### config.mk
export PLATFORM = sky130hd
export DESIGN_NAME = tx_ring_engine
export DESIGN_NICKNAME = d
export VERILOG_FILES = /design/src/rtl/txr_pkg.sv /design/src/rtl/txr_cfg_regs.sv /design/src/rtl/txr_credit.sv /design/src/rtl/txr_ring_ptr.sv /design/src/rtl/txr_seq.sv /design/src/rtl/tx_ring_engine.sv
export SDC_FILE = /design/constraint.sdc
export NUM_CORES = 1
export LEC_CHECK = 0
export BUFFER_PORTS_ARGS = -buffer_cell sky130_fd_sc_hd__clkbuf_2
export CORE_ASPECT_RATIO = 0.8
export CORE_MARGIN = 1.5
export CORE_UTILIZATION = 40
export DETAILED_ROUTE_END_ITERATION = 8
export HOLD_SLACK_MARGIN = 0.15
export SYNTH_ARGS = -nofsm -noshare
export SYNTH_HDL_FRONTEND = slang
export SYNTH_SLANG_ARGS = --single-unit
### constraint.sdc
create_clock -name clk -period 7.4 [get_ports clk]
set_input_delay 0.37 -clock clk [delete_from_list [all_inputs] [get_ports clk]]
set_output_delay 0.37 -clock clk [all_outputs]
set_load 0.05 [all_outputs]
### src/rtl/txr_pkg.sv
// Shared types and field positions for the transmit ring engine.
package txr_pkg;

    // Sequencer states for one ring entry.
    typedef enum logic [2:0] {
        ST_IDLE,
        ST_RD0,
        ST_RD1,
        ST_FOUT,
        ST_WST
    } txr_state_e;

    // Frame-output completion result as latched by the sequencer.
    typedef struct packed {
        logic       ok;
        logic       lcrs;
        logic       owc;
        logic       und;
        logic       xcoll;
        logic [4:0] ncoll;
    } txr_result_t;

    // Descriptor word-1 fields that the engine decodes.
    localparam int DW1_ABORT_BIT = 15;
    localparam int DW1_LEN_W     = 12;

    // Register select codes.
    localparam logic [2:0] SEL_DBASE = 3'd0;
    localparam logic [2:0] SEL_DLEN  = 3'd1;
    localparam logic [2:0] SEL_SBASE = 3'd2;
    localparam logic [2:0] SEL_SLEN  = 3'd3;
    localparam logic [2:0] SEL_ENQ   = 3'd4;
    localparam logic [2:0] SEL_BM    = 3'd5;
    localparam logic [2:0] SEL_TXC   = 3'd6;

    // Build a status record from the result, the abort flag and the slot.
    function automatic logic [31:0] build_status(input txr_result_t r,
                                                 input logic aborted,
                                                 input logic [14:0] slot);
        logic [31:0] w;
        w        = '0;
        w[31]    = 1'b1;
        w[30]    = r.ok & ~aborted;
        w[29]    = aborted;
        w[28]    = r.lcrs;
        w[26]    = r.owc;
        w[25]    = r.und;
        w[24]    = r.xcoll;
        w[20:16] = r.ncoll;
        w[14:0]  = slot;
        return w;
    endfunction

endpackage

### src/rtl/txr_cfg_regs.sv
// Configuration register file for the transmit ring engine.
// Holds the ring bases and byte lengths and the two enable bits.
// Turns a write to the enqueue register into a one-cycle credit-add strobe.
// Assumes one register write per cycle at most.
module txr_cfg_regs #(
    parameter int ADDR_W = 32,
    parameter int OFF_W  = 16,
    parameter int ENQ_W  = 4
) (
    input  logic              clk,
    input  logic              rst_n,
    input  logic              cfg_we,
    input  logic [2:0]        cfg_sel,
    input  logic [31:0]       cfg_wdata,
    output logic [ADDR_W-1:0] dbase,
    output logic [OFF_W-1:0]  dlen,
    output logic [ADDR_W-1:0] sbase,
    output logic [OFF_W-1:0]  slen,
    output logic              bm_en,
    output logic              tx_en,
    output logic              enq_stb,
    output logic [ENQ_W-1:0]  enq_val
);
    import txr_pkg::*;

    // Register storage, loaded on a write that selects it.
    always_ff @(posedge clk) begin
        if (!rst_n) begin
            dbase <= '0;
            dlen  <= '0;
            sbase <= '0;
            slen  <= '0;
            bm_en <= 1'b0;
            tx_en <= 1'b0;
        end else if (cfg_we) begin
            case (cfg_sel)
                SEL_DBASE: dbase <= cfg_wdata[ADDR_W-1:0];
                SEL_DLEN:  dlen  <= cfg_wdata[OFF_W-1:0];
                SEL_SBASE: sbase <= cfg_wdata[ADDR_W-1:0];
                SEL_SLEN:  slen  <= cfg_wdata[OFF_W-1:0];
                SEL_BM:    bm_en <= cfg_wdata[8];
                SEL_TXC:   tx_en <= cfg_wdata[0];
                default: ;
            endcase
        end
    end

    // Credit-add strobe decode.
    always_comb begin
        enq_stb = cfg_we && (cfg_sel == SEL_ENQ);
        enq_val = cfg_wdata[ENQ_W-1:0];
    end

endmodule

### src/rtl/txr_credit.sv
// Pending-credit counter for the transmit ring engine.
// Adds software credits and removes one per completed entry.
// Saturates at RING_ENTRIES; any excess credit is dropped.
module txr_credit #(
    parameter int RING_ENTRIES = 8,
    parameter int ENQ_W        = 4,
    localparam int CNT_W       = $clog2(RING_ENTRIES + 1)
) (
    input  logic             clk,
    input  logic             rst_n,
    input  logic             enq_stb,
    input  logic [ENQ_W-1:0] enq_val,
    input  logic             consume,
    output logic             credit_nz
);
    localparam int SUM_W = ((CNT_W > ENQ_W) ? CNT_W : ENQ_W) + 1;
    localparam logic [SUM_W-1:0] CAP = SUM_W'(RING_ENTRIES);

    logic [CNT_W-1:0] count;
    logic [SUM_W-1:0] sum;

    // Next-count arithmetic with saturation at the ring size.
    always_comb begin
        sum = SUM_W'(count) + (enq_stb ? SUM_W'(enq_val) : '0) - (consume ? SUM_W'(1) : '0);
        if (sum > CAP) sum = CAP;
    end

    // Credit register.
    always_ff @(posedge clk) begin
        if (!rst_n) count <= '0;
        else        count <= sum[CNT_W-1:0];
    end

    assign credit_nz = (count != '0);

    assert_credit_cap_R2: assert property (@(posedge clk) disable iff (!rst_n)
        count <= CNT_W'(RING_ENTRIES));

endmodule

### src/rtl/txr_ring_ptr.sv
// Descriptor and status ring offsets for the transmit ring engine.
// Both offsets advance on each finished entry and wrap at their byte lengths.
// Assumes each length is a non-zero multiple of its entry size.
module txr_ring_ptr #(
    parameter int OFF_W   = 16,
    parameter int DESC_SZ = 8,
    parameter int STAT_SZ = 4,
    localparam int SLOT_SH = $clog2(DESC_SZ)
) (
    input  logic             clk,
    input  logic             rst_n,
    input  logic             advance,
    input  logic [OFF_W-1:0] dlen,
    input  logic [OFF_W-1:0] slen,
    output logic [OFF_W-1:0] doff,
    output logic [OFF_W-1:0] soff,
    output logic [14:0]      slot
);
    logic [OFF_W:0] dnext;
    logic [OFF_W:0] snext;

    // Candidate next offsets, one bit wider so the wrap compare cannot overflow.
    always_comb begin
        dnext = {1'b0, doff} + (OFF_W+1)'(DESC_SZ);
        snext = {1'b0, soff} + (OFF_W+1)'(STAT_SZ);
    end

    // Offset registers with wrap to the ring base.
    always_ff @(posedge clk) begin
        if (!rst_n) begin
            doff <= '0;
            soff <= '0;
        end else if (advance) begin
            doff <= (dnext >= {1'b0, dlen}) ? '0 : dnext[OFF_W-1:0];
            soff <= (snext >= {1'b0, slen}) ? '0 : snext[OFF_W-1:0];
        end
    end

    assign slot = 15'(doff >> SLOT_SH);

    assert_desc_step_R8: assert property (@(posedge clk) disable iff (!rst_n)
        advance |=> (doff == '0) || (doff == $past(doff) + OFF_W'(DESC_SZ)));

endmodule

### src/rtl/txr_seq.sv
// Per-entry sequencer for the transmit ring engine.
// Steps: read descriptor word 0, read word 1, run the frame-output handshake
// (skipped on abort), write the status record, then pulse the interrupt.
// Assumes the memory port holds mem_ack for one cycle per accepted request.
module txr_seq #(
    parameter int ADDR_W = 32,
    parameter int OFF_W  = 16
) (
    input  logic              clk,
    input  logic              rst_n,
    input  logic              go,
    input  logic              credit_nz,
    input  logic [ADDR_W-1:0] dbase,
    input  logic [ADDR_W-1:0] sbase,
    input  logic [OFF_W-1:0]  doff,
    input  logic [OFF_W-1:0]  soff,
    input  logic [14:0]       slot,
    output logic              mem_req,
    output logic              mem_we,
    output logic [ADDR_W-1:0] mem_addr,
    output logic [31:0]       mem_wdata,
    input  logic [31:0]       mem_rdata,
    input  logic              mem_ack,
    output logic              fo_req,
    output logic [ADDR_W-1:0] fo_addr,
    output logic [11:0]       fo_len,
    input  logic              fo_done,
    input  txr_pkg::txr_result_t fo_res,
    output logic              done,
    output logic              tx_irq
);
    import txr_pkg::*;

    txr_state_e  state;
    logic [ADDR_W-1:0] buf_addr;
    logic [DW1_LEN_W-1:0] buf_len;
    logic        aborted;
    txr_result_t res;

    // State machine and descriptor/result capture.
    always_ff @(posedge clk) begin
        if (!rst_n) begin
            state    <= ST_IDLE;
            buf_addr <= '0;
            buf_len  <= '0;
            aborted  <= 1'b0;
            res      <= '0;
            tx_irq   <= 1'b0;
        end else begin
            tx_irq <= 1'b0;
            case (state)
                ST_IDLE: if (go) state <= ST_RD0;
                ST_RD0: if (mem_ack) begin
                    buf_addr <= mem_rdata[ADDR_W-1:0];
                    state    <= ST_RD1;
                end
                ST_RD1: if (mem_ack) begin
                    buf_len <= mem_rdata[DW1_LEN_W-1:0];
                    aborted <= mem_rdata[DW1_ABORT_BIT];
                    res     <= '0;
                    state   <= mem_rdata[DW1_ABORT_BIT] ? ST_WST : ST_FOUT;
                end
                ST_FOUT: if (fo_done) begin
                    res   <= fo_res;
                    state <= ST_WST;
                end
                ST_WST: if (mem_ack) begin
                    tx_irq <= 1'b1;
                    state  <= ST_IDLE;
                end
                default: state <= ST_IDLE;
            endcase
        end
    end

    // Memory port drive for the current step.
    always_comb begin
        mem_req   = (state == ST_RD0) || (state == ST_RD1) || (state == ST_WST);
        mem_we    = (state == ST_WST);
        mem_wdata = build_status(res, aborted, slot);
        case (state)
            ST_RD0:  mem_addr = dbase + ADDR_W'(doff);
            ST_RD1:  mem_addr = dbase + ADDR_W'(doff) + ADDR_W'(4);
            ST_WST:  mem_addr = sbase + ADDR_W'(soff);
            default: mem_addr = '0;
        endcase
    end

    // Frame-output request and completion strobe.
    always_comb begin
        fo_req  = (state == ST_FOUT);
        fo_addr = buf_addr;
        fo_len  = buf_len;
        done    = (state == ST_WST) && mem_ack;
    end

    assert_mem_hold_R11: assert property (@(posedge clk) disable iff (!rst_n)
        mem_req && !mem_ack |=> mem_req && $stable(mem_addr));
    assert_fo_hold_R5: assert property (@(posedge clk) disable iff (!rst_n)
        fo_req && !fo_done |=> fo_req);
    assert_busy_has_credit_R2: assert property (@(posedge clk) disable iff (!rst_n)
        (state != ST_IDLE) |-> credit_nz);
    assert_irq_pulse_R10: assert property (@(posedge clk) disable iff (!rst_n)
        tx_irq |=> !tx_irq);

endmodule

### src/rtl/tx_ring_engine.sv
// Transmit descriptor and status ring engine (top).
// Wires the register file, credit counter, ring offsets and sequencer together.
// Assumes software programs bases and lengths before enabling the engine.
module tx_ring_engine #(
    parameter int RING_ENTRIES = 8,
    parameter int ADDR_W       = 32,
    parameter int OFF_W        = 16,
    localparam int ENQ_W       = $clog2(RING_ENTRIES + 1)
) (
    input  logic        clk,
    input  logic        rst_n,
    input  logic        cfg_we,
    input  logic [2:0]  cfg_sel,
    input  logic [31:0] cfg_wdata,
    output logic        mem_req,
    output logic        mem_we,
    output logic [31:0] mem_addr,
    output logic [31:0] mem_wdata,
    input  logic [31:0] mem_rdata,
    input  logic        mem_ack,
    output logic        fo_req,
    output logic [31:0] fo_addr,
    output logic [11:0] fo_len,
    input  logic        fo_done,
    input  logic        fo_ok,
    input  logic        fo_lcrs,
    input  logic        fo_owc,
    input  logic        fo_und,
    input  logic        fo_xcoll,
    input  logic [4:0]  fo_ncoll,
    output logic        tx_irq
);
    import txr_pkg::*;

    logic [ADDR_W-1:0] dbase, sbase;
    logic [OFF_W-1:0]  dlen, slen, doff, soff;
    logic [14:0]       slot;
    logic              bm_en, tx_en, enq_stb, credit_nz, done;
    logic [ENQ_W-1:0]  enq_val;
    txr_result_t       fo_res;

    assign fo_res = '{ok: fo_ok, lcrs: fo_lcrs, owc: fo_owc, und: fo_und,
                      xcoll: fo_xcoll, ncoll: fo_ncoll};

    txr_cfg_regs #(.ADDR_W(ADDR_W), .OFF_W(OFF_W), .ENQ_W(ENQ_W)) u_regs (
        .clk, .rst_n, .cfg_we, .cfg_sel, .cfg_wdata,
        .dbase, .dlen, .sbase, .slen, .bm_en, .tx_en, .enq_stb, .enq_val
    );

    txr_credit #(.RING_ENTRIES(RING_ENTRIES), .ENQ_W(ENQ_W)) u_credit (
        .clk, .rst_n, .enq_stb, .enq_val, .consume(done), .credit_nz
    );

    txr_ring_ptr #(.OFF_W(OFF_W)) u_ptr (
        .clk, .rst_n, .advance(done), .dlen, .slen, .doff, .soff, .slot
    );

    txr_seq #(.ADDR_W(ADDR_W), .OFF_W(OFF_W)) u_seq (
        .clk, .rst_n, .go(credit_nz && bm_en && tx_en), .credit_nz,
        .dbase, .sbase, .doff, .soff, .slot,
        .mem_req, .mem_we, .mem_addr, .mem_wdata, .mem_rdata, .mem_ack,
        .fo_req, .fo_addr, .fo_len, .fo_done, .fo_res, .done, .tx_irq
    );

    assert_idle_when_off_R3: assert property (@(posedge clk) disable iff (!rst_n)
        !mem_req && !fo_req && !(bm_en && tx_en) |=> !mem_req);

endmodule

==> implementation parameters, run 1 <==
Parameter                              Value

Run status
  Run status ... complete, no violations

STA
  Setup TNS ... 0 ns
  Final setup violation count ... 0
  Transition time of the tightest slew-check pin ... between 1 and 1.5 ns
  Final Critical Period ... about 4.7 ns
  Number of hold violations in the final report ... 0
  Worst hold slack after final layout ... approximately 0.16 ns
  Fin. max-slew vios ... 0
  Final critical-path share of the clock period ... about 63%
  Setup skew after layout ... ~0.0077 ns
  Unrepaired setup endpoints after global routing ... false
  Worst slew margin ... a little under a fifth
  Timing-limited maximum frequency ... 0.214 GHz

Worst hold path
  Classification of the worst-slack hold path ... in2reg
  Hold Path Cell Cnt ... 3
  Critical hold path startpoint ... mem_rdata[29]
  Endpoint of the worst hold-timing path ... u_seq.fo_addr[29]

Place
  HPWL reported at the end of detailed placement ... 26.4 mm
  Number of port buffers ... around 190
  Weighted congestion reported at the end of routability-driven placement ... between 0.9 and 1
  Cell area after placement ... ~13000 µm²

Routing
  Final antenna-violating net count ... 0
  Number of remaining DRC errors ... 0
  Average detailed-routed wire length per instance ... between 15 and 20 µm
  Number of DRC violations after detailed-routing iteration 0 ... around 800
  Iteration count of the initial detailed-routing pass ... 6
  Via Count ... between 10000 and 15000
  Total detailed-routing wirelength ... between 30 and 40 mm
  Via density per instance ... ~5.4

Pwr
  Switching power of the nets ... between 500 and 600 µW
  Power Internal ... roughly 1500 µW
  Leak pwr ... between 0.005 and 0.006 µW
  Max IR drop VDD ... 140 µV
  Power share of the sequential group ... 48.7%
  Power density normalized to cell area ... 159 nW/µm²
  Combinational Power Share ... 9.2%
  Portion of total power attributed to the clock network ... between 40 and 50%
  Sw frac ... 27.4%
  Overall power consumption ... around 2100 µW

Yosys
  Dominant cell type by area after synthesis ... sky130_fd_sc_hd__dfxtp_1
  Per-instance average area after synthesis ... ~7.8 µm²
  Fraction of registers with async set/reset ... 0%
  Ranking of synthesized cells by instance count ... sky130_fd_sc_hd__nand2_1 (394), sky130_fd_sc_hd__dfxtp_1 (188), sky130_fd_sc_hd__a21boi_0 (155), sky130_fd_sc_hd__clkbuf_1 (65), sky130_fd_sc_hd__ha_1 (65)
  Predominant post-synthesis flop cell ... sky130_fd_sc_hd__dfxtp_1
  Number of instances in the synthesized netlist ... ~1500
  Share of the synthesized area in the top cell type ... between 30 and 40%
  Most common cell in the netlist ... sky130_fd_sc_hd__nand2_1
  Syn. warnings ... 0
  Cell area after synthesis ... approximately 12000 µm²
  Number of synthesized flops with an enable pin ... 0
  Top area cells in the synthesized netlist ... sky130_fd_sc_hd__dfxtp_1 (32%), sky130_fd_sc_hd__nand2_1 (13%), sky130_fd_sc_hd__a21boi_0 (9.9%)
  Post-synthesis register bit count ... around 190
  Number of unique standard cell types used by synthesis ... 94
  Seq/Total Area, Yosys ... between 30% and 40%

GRT
  Initial antenna violation count ... 0
  Pin count of the biggest net entering global routing ... 75
  Global-route total usage across every layer ... a little under a quarter
  First-pass GRT wire length ... between 50 and 60 mm
  Aggregate global routing overflow ... 0
  Number of global-route vias before repair ... roughly 10000

Clocking
  Post-CTS resize count ... 0
  Buffers inserted during post-CTS setup optimization ... 0
  CTS root buffer ... sky130_fd_sc_hd__clkbuf_16
  H-tree level count ... 4
  CTS Buf Count ... 17
  Source-to-sink clock delay at the later pin of the worst-skew pair ... about 0.45 ns
  Clock-pin slew on the worst setup and hold paths ... roughly 0.08 ns
  Clock tree from TritonCTS ... yes
  Maximum number of buffers from clock root to sink ... 2
  Count of hold buffers inserted by post-cts repair ... 18
  Number of sinks on the clock net ... 188

Cells and area
  Final-stage net count ... about 1800
  Area taken by multi-input logic gates ... slightly above 7000 µm²
  Share of layout cells above drive strength 1 ... roughly 15%
  Number of fill cells in the layout ... 2851
  Relative area change from synthesis to final layout ... 14.6%
  Area of all sequential standard cells ... ~3800 µm²
  Post-route cell area ... around 13000 µm²

Floorplanning
  Die width ... between 150 and 200 µm
  Total I/O pin count ... ~190
  Die footprint ... around 30000 µm²
  Effective utilization at floorplan ... 41.0%
  Chip Height ... approximately 160 µm
  Number of rows in the core area ... 55
  Placeable core area ... about 29000 µm²

Flow run
  Number of maximum-capacitance violations ... 0

Setup path
  Kind of critical path ... reg2out
  Worst Path Required ... 7.03 ns
  Critical Path Sink Type ... primary output
  Worst setup slack for register-to-register paths ... approximately 2.7 ns
  Critical path peak fanout ... 8
  Launch instance of the worst register-to-register path ... u_seq.state[2]
  Reg-to-Reg End ... u_ptr.doff[8]
  CP startpoint ... u_ptr.doff[10]
  Worst Setup Start Kind ... flip-flop
  Arrival time at the worst endpoint ... around 4.3 ns
  Reg2Reg Depth ... 11
worst max-delay path by stage:
stage	to	slack, ns	depth (start not counted)
3_5_place_dp	u_ptr.doff[8]	2.82	11
4_1_cts	u_ptr.doff[8]	2.77	11
5_1_grt	u_ptr.doff[11]	2.20	11
6_report	mem_addr[31]	2.73	11
2_1_floorplan	mem_addr[20]	3.02	10
3_3_place_gp	u_ptr.doff[8]	3.05	11
flip-flops by register name (all words and copies together), names as in the netlist:
register,count
u_seq.res,1
u_regs.dbase,32
u_regs.sbase,32
u_ptr.soff,14
u_seq.mem_wdata,9
u_seq.fo_len,12
u_regs.slen,16
u_seq.fo_addr,32
u_regs.tx_en,1
u_seq.state,3
u_seq.aborted,1
u_regs.bm_en,1
u_credit.count,4
u_seq.tx_irq,1
u_ptr.doff,13
u_regs.dlen,16
layer usage:
metal	wire, µm	part of all wire [%]	vias up	track usage, %
met2	15000	42	350	36.3
li1	-	-	5433	-
met5	0	0	-	0
met4	646	1.8	0	6.77
met3	3040	8.5	45	7.20
met1	17100	48	5088	32.3
placed cells by master (no fill, tap or decap), types with 10 or more instances in the layout:
cell type / netlist / routed
sky130_fd_sc_hd__buf_4: 18 / 10
sky130_fd_sc_hd__clkbuf_16: 0 / 17
sky130_fd_sc_hd__and2_1: 15 / 15
sky130_fd_sc_hd__a21boi_0: 155 / 155
sky130_fd_sc_hd__ha_1: 65 / 65
sky130_fd_sc_hd__nand4_1: 22 / 22
sky130_fd_sc_hd__nand3_1: 55 / 55
sky130_fd_sc_hd__o21ai_0: 53 / 53
sky130_fd_sc_hd__inv_1: 61 / 61
sky130_fd_sc_hd__a211oi_1: 10 / 10
sky130_fd_sc_hd__a22oi_1: 12 / 12
sky130_fd_sc_hd__a21oi_1: 32 / 32
sky130_fd_sc_hd__nand2b_1: 11 / 11
sky130_fd_sc_hd__xnor2_1: 52 / 52
sky130_fd_sc_hd__nor2b_1: 16 / 15
sky130_fd_sc_hd__and3_1: 20 / 20
sky130_fd_sc_hd__clkbuf_2: 0 / 184
sky130_fd_sc_hd__xor2_1: 36 / 36
sky130_fd_sc_hd__dfxtp_1: 188 / 188
sky130_fd_sc_hd__nand2_1: 394 / 394
sky130_fd_sc_hd__dlygate4sd3_1: 0 / 18
sky130_fd_sc_hd__a21o_1: 17 / 17
sky130_fd_sc_hd__nor3_1: 13 / 12
sky130_fd_sc_hd__nor2_1: 56 / 56
stage by stage:
stage          setup slack (ns)  util [%]  instances
5_1_grt                    2.20      47.0       2033
3_3_place_gp               3.05      44.5       1983
3_5_place_dp               2.82      44.5       1983
4_1_cts                    2.77      47.0       2033
6_report                   2.73      47.0       2034
2_1_floorplan              3.02         -       1515
power by group through the flow:
stage	Clock, µW	Combinational (µW)	Sequential (µW)
floorplan	0	124	1060
global placement	0	185	1060
finish	898	196	1040
CTS	917	196	1040
global route	953	218	1040
detailed placement	0	187	1060
final cells by class:
cell class,instances,share of cell area (%)
Tap cell,370,3.45
Clock inverter,12,0.792
Timing Repair Buffer,212,8.76
Inverter,61,1.71
Sequential cell,188,28.0
Multi-Input combinational cell,1170,54.0
Antenna cell,1,0.0186
Clock buffer,20,3.25
logic make-up (layout without fill, tap and decap cells):
group	count (synthesis)	in the layout	synth area share (%)
compound gates	358	358	22.2
xor+xnor	89	89	6.72
fa+ha+maj	66	66	7.11
buf+inv	157	305	6.29
flops	188	188	32.1
mux	3	3	0.256
other cells	2	9	0.0641
simple gates	646	646	25.3
critical path: stages (launching register included):
cell	delay, ns
sky130_fd_sc_hd__dfxtp_1	0.51
sky130_fd_sc_hd__ha_1	0.41
sky130_fd_sc_hd__a21o_4	0.29
sky130_fd_sc_hd__a221o_1	0.36
sky130_fd_sc_hd__a31o_2	0.35
sky130_fd_sc_hd__o2111ai_2	0.37
sky130_fd_sc_hd__nor3_1	0.16
sky130_fd_sc_hd__xor2_1	0.33
sky130_fd_sc_hd__nand4b_1	0.28
sky130_fd_sc_hd__or3_1	0.37
sky130_fd_sc_hd__nand4_1	0.12
sky130_fd_sc_hd__clkbuf_2	0.29
Note: power is estimated with default switching activity, not from simulation.
==> inputs of run 2 (changes only) <==
==> constraint.sdc (replaced) <==
create_clock -name clk -period 4.25 [get_ports clk]
set_input_delay 0.2125 -clock clk [delete_from_list [all_inputs] [get_ports clk]]
set_output_delay 0.2125 -clock clk [all_outputs]
set_load 0.05 [all_outputs]
==> implementation parameters, run 2 (same netlist as run 1, synthesis figures left out) <==
Parameter                              Value

Floorplanning
  Chip Height ... 156 µm (unchanged)
  Total I/O pin count ... 194 (unchanged)
  Effective utilization at floorplan ... 41.0% (unchanged)
  Number of rows in the core area ... 55 (unchanged)
  Placeable core area ... 28600 µm² (unchanged)
  Die footprint ... 30300 µm² (unchanged)
  Die width ... 194 µm (unchanged)

GRT
  Number of global-route vias before repair ... 10835 (+4.0%)
  First-pass GRT wire length ... 59.2 mm (+4.4%)
  Met1 Track Usage GR ... 33.8% (+1.5 points)
  Global-route total usage across every layer ... 24.8% (+1.1 points)
  Pin count of the biggest net entering global routing ... 103 (+37%)
  GR Util met3 ... 6.53% (-0.67 points)
  Aggregate global routing overflow ... 0 (unchanged)
  Initial antenna violation count ... 0 (unchanged)
  Most Used Layer, Global Route ... met2
  Met2 demand-to-capacity share in global routing ... 39.0% (+2.7 points)

Worst hold path
  Classification of the worst-slack hold path ... in2reg

Cells and area
  Most common library cell in the layout ignoring fill and taps ... sky130_fd_sc_hd__nand2_1
  Relative area change from synthesis to final layout ... 21.4%
  Non-filler instance count after layout ... 2106 (+3.5%)
  Share of layout cells above drive strength 1 ... 16.2% (+0.79 points)
  Commonest cells after routing, fill and taps aside ... sky130_fd_sc_hd__nand2_1 (394), sky130_fd_sc_hd__dfxtp_1 (184), sky130_fd_sc_hd__clkbuf_2 (183)
  Final-stage net count ... 1872 (+4.1%)
  Antenna cell count ... 0 (-1)
  Post-route cell area ... 14200 µm² (+6.0%)

Run status
  Run status ... complete, no violations

Routing
  Number of remaining DRC errors ... 0 (unchanged)
  Final antenna-violating net count ... 0 (unchanged)
  Total detailed-routing wirelength ... 37.3 mm (+4.5%)
  Number of DRC violations after detailed-routing iteration 0 ... 995 (+25%)
  Via Count ... 11284 (+3.4%)
  Via density per instance ... 5.36 (-0.16%)
  Average detailed-routed wire length per instance ... 17.7 µm (+0.93%)
  Iteration count of the initial detailed-routing pass ... 7 (+1)

Place
  HPWL reported at the end of detailed placement ... 26.8 mm (+1.4%)
  Cells after DPL ... 1994 (+0.55%)
  Cell area after placement ... 12800 µm² (+0.65%)
  Weighted congestion reported at the end of routability-driven placement ... 0.921 (-0.67%)
  Number of port buffers ... 185 (unchanged)

STA
  Final Critical Period ... between 4 and 5 ns
  Setup TNS ... 0 ns (unchanged)
  Worst slew margin ... 24.7% (+5.8 points)
  Timing-limited maximum frequency ... 0.244 GHz
  Final critical-path share of the clock period ... just under 100%
  Fin. max-slew vios ... 0 (unchanged)
  Worst hold slack after final layout ... 0.170 ns (+0.00691 ns)
  Unrepaired setup endpoints after global routing ... false
  Transition time of the tightest slew-check pin ... 1.13 ns (-0.0847 ns)
  Number of hold violations in the final report ... 0 (unchanged)
  Final setup violation count ... 0 (unchanged)
  Setup skew after layout ... 0.00793 ns (+0.000238 ns)

Flow run
  Number of maximum-capacitance violations ... 0 (unchanged)

Setup path
  Critical path peak fanout ... 6 (-2)
  Critical Path Sink Type ... primary output
  Kind of critical path ... reg2out
  Arrival time at the worst endpoint ... 3.88 ns (-0.42 ns)
  Worst Setup Start Kind ... flip-flop
  Largest stage delay, worst path ... 0.43 ns (-0.08 ns)
  CP Cell Sequence ... ha_1, and3_1, a221o_1, a31o_2, o21ai_2, xnor2_1, and4_2, nand4b_1, or3_1, nand4_1, clkbuf_4
  Worst Path Required ... 4.04 ns (-2.99 ns)
  Library cell contributing the largest single delay on the critical path ... sky130_fd_sc_hd__ha_1

Clocking
  CTS root buffer ... sky130_fd_sc_hd__clkbuf_16
  Source-to-sink clock delay at the later pin of the worst-skew pair ... 0.45 ns (about the same)
  Maximum number of buffers from clock root to sink ... 2 (unchanged)
  Number of sinks on the clock net ... 188 (unchanged)
  H-tree level count ... 4 (unchanged)
  Clock-pin slew on the worst setup and hold paths ... 0.07 ns (about the same)
  CTS Buf Count ... 17 (unchanged)
  Clock tree from TritonCTS ... yes

Pwr
  Overall power consumption ... 3840 µW (+80%)
  Leak pwr ... 0.00578 µW (+7.2%)
  Power density normalized to cell area ... 270 nW/µm² (+70%)
  Max IR drop VDD ... 261 µV (+86%)
## run 2: cell count changes in the layout (fill, tap and decap cells not counted), moves of 2 or more
cell | previous run | this run
sky130_fd_sc_hd__buf_4 | 10 | 23
sky130_fd_sc_hd__dfxtp_1 | 188 | 184
sky130_fd_sc_hd__ha_2 | 0 | 2
sky130_fd_sc_hd__dfxtp_2 | 0 | 4
sky130_fd_sc_hd__clkbuf_1 | 3 | 0
sky130_fd_sc_hd__clkinv_8 | 0 | 3
sky130_fd_sc_hd__dlygate4sd3_1 | 18 | 79
sky130_fd_sc_hd__ha_1 | 65 | 63
## run 2: worst paths after layout
| path | from | endpoint | slack [ns] | cells after the start |
|---|---|---|---|---|
| setup / recovery | u_ptr.doff[13] | mem_addr[31] | 0.15 | 11 |
| hold / removal | cfg_wdata[12] | u_regs.dlen[12] | 0.17 | 3 |
| setup reg to reg | u_ptr.doff[3] | u_ptr.doff[8] | 0.53 | 16 |
| hold reg to reg | u_regs.dlen[4] | u_regs.dlen[4] | 0.46 | 2 |
## run 2: area by class of cell
class / instances / area (µm²)
Fill cell: 2774 / 14300
Multi-Input combinational cell: 1170 / 7280
Sequential cell: 188 / 3770
Timing Repair Buffer: 286 / 1890
Tap cell: 370 / 463
Clock buffer: 18 / 439
Inverter: 61 / 229
Clock inverter: 13 / 158
## run 2: critical path: cells and delay by family, from the launching register on
kind                     cells  cell delay [ns]
AND/OR/NAND/NOR              5             1.29
AO/OA/AOI/OAI                3             0.94
adder cells (fa/ha/maj)      1             0.43
flip-flops                   1             0.36
buffers and inverters        1             0.23
XOR/XNOR                     1             0.18
## run 2: repair_timing
item,CTS,global route
hold buffers,79,0
hold endpoints to repair,122,0
buffers inserted,0,2
setup endpoints to repair,0,12
gates resized for setup,0,14
## run 2: routing by layer
metal | wire length [µm] | up-vias
li1 | - | 5567
met1 | 17400 | 5297
met2 | 16100 | 380
met3 | 3240 | 40
met4 | 669 | 0
met5 | 0 | -
## run 2: power by group
group	internal, µW	switching, µW	leakage [µW]
logic	172	214	0.00397
registers	1790	21.0	0.00152
clock network	850	793	0.000289
## run 2: stage by stage
step	setup WS, ns	utilization, %
after floorplan	0.0253	-
after global placement	0.564	44.7
after detailed placement	0.526	44.7
after CTS	0.0177	49.6
after global routing	0.00161	49.8
final	0.155	49.8
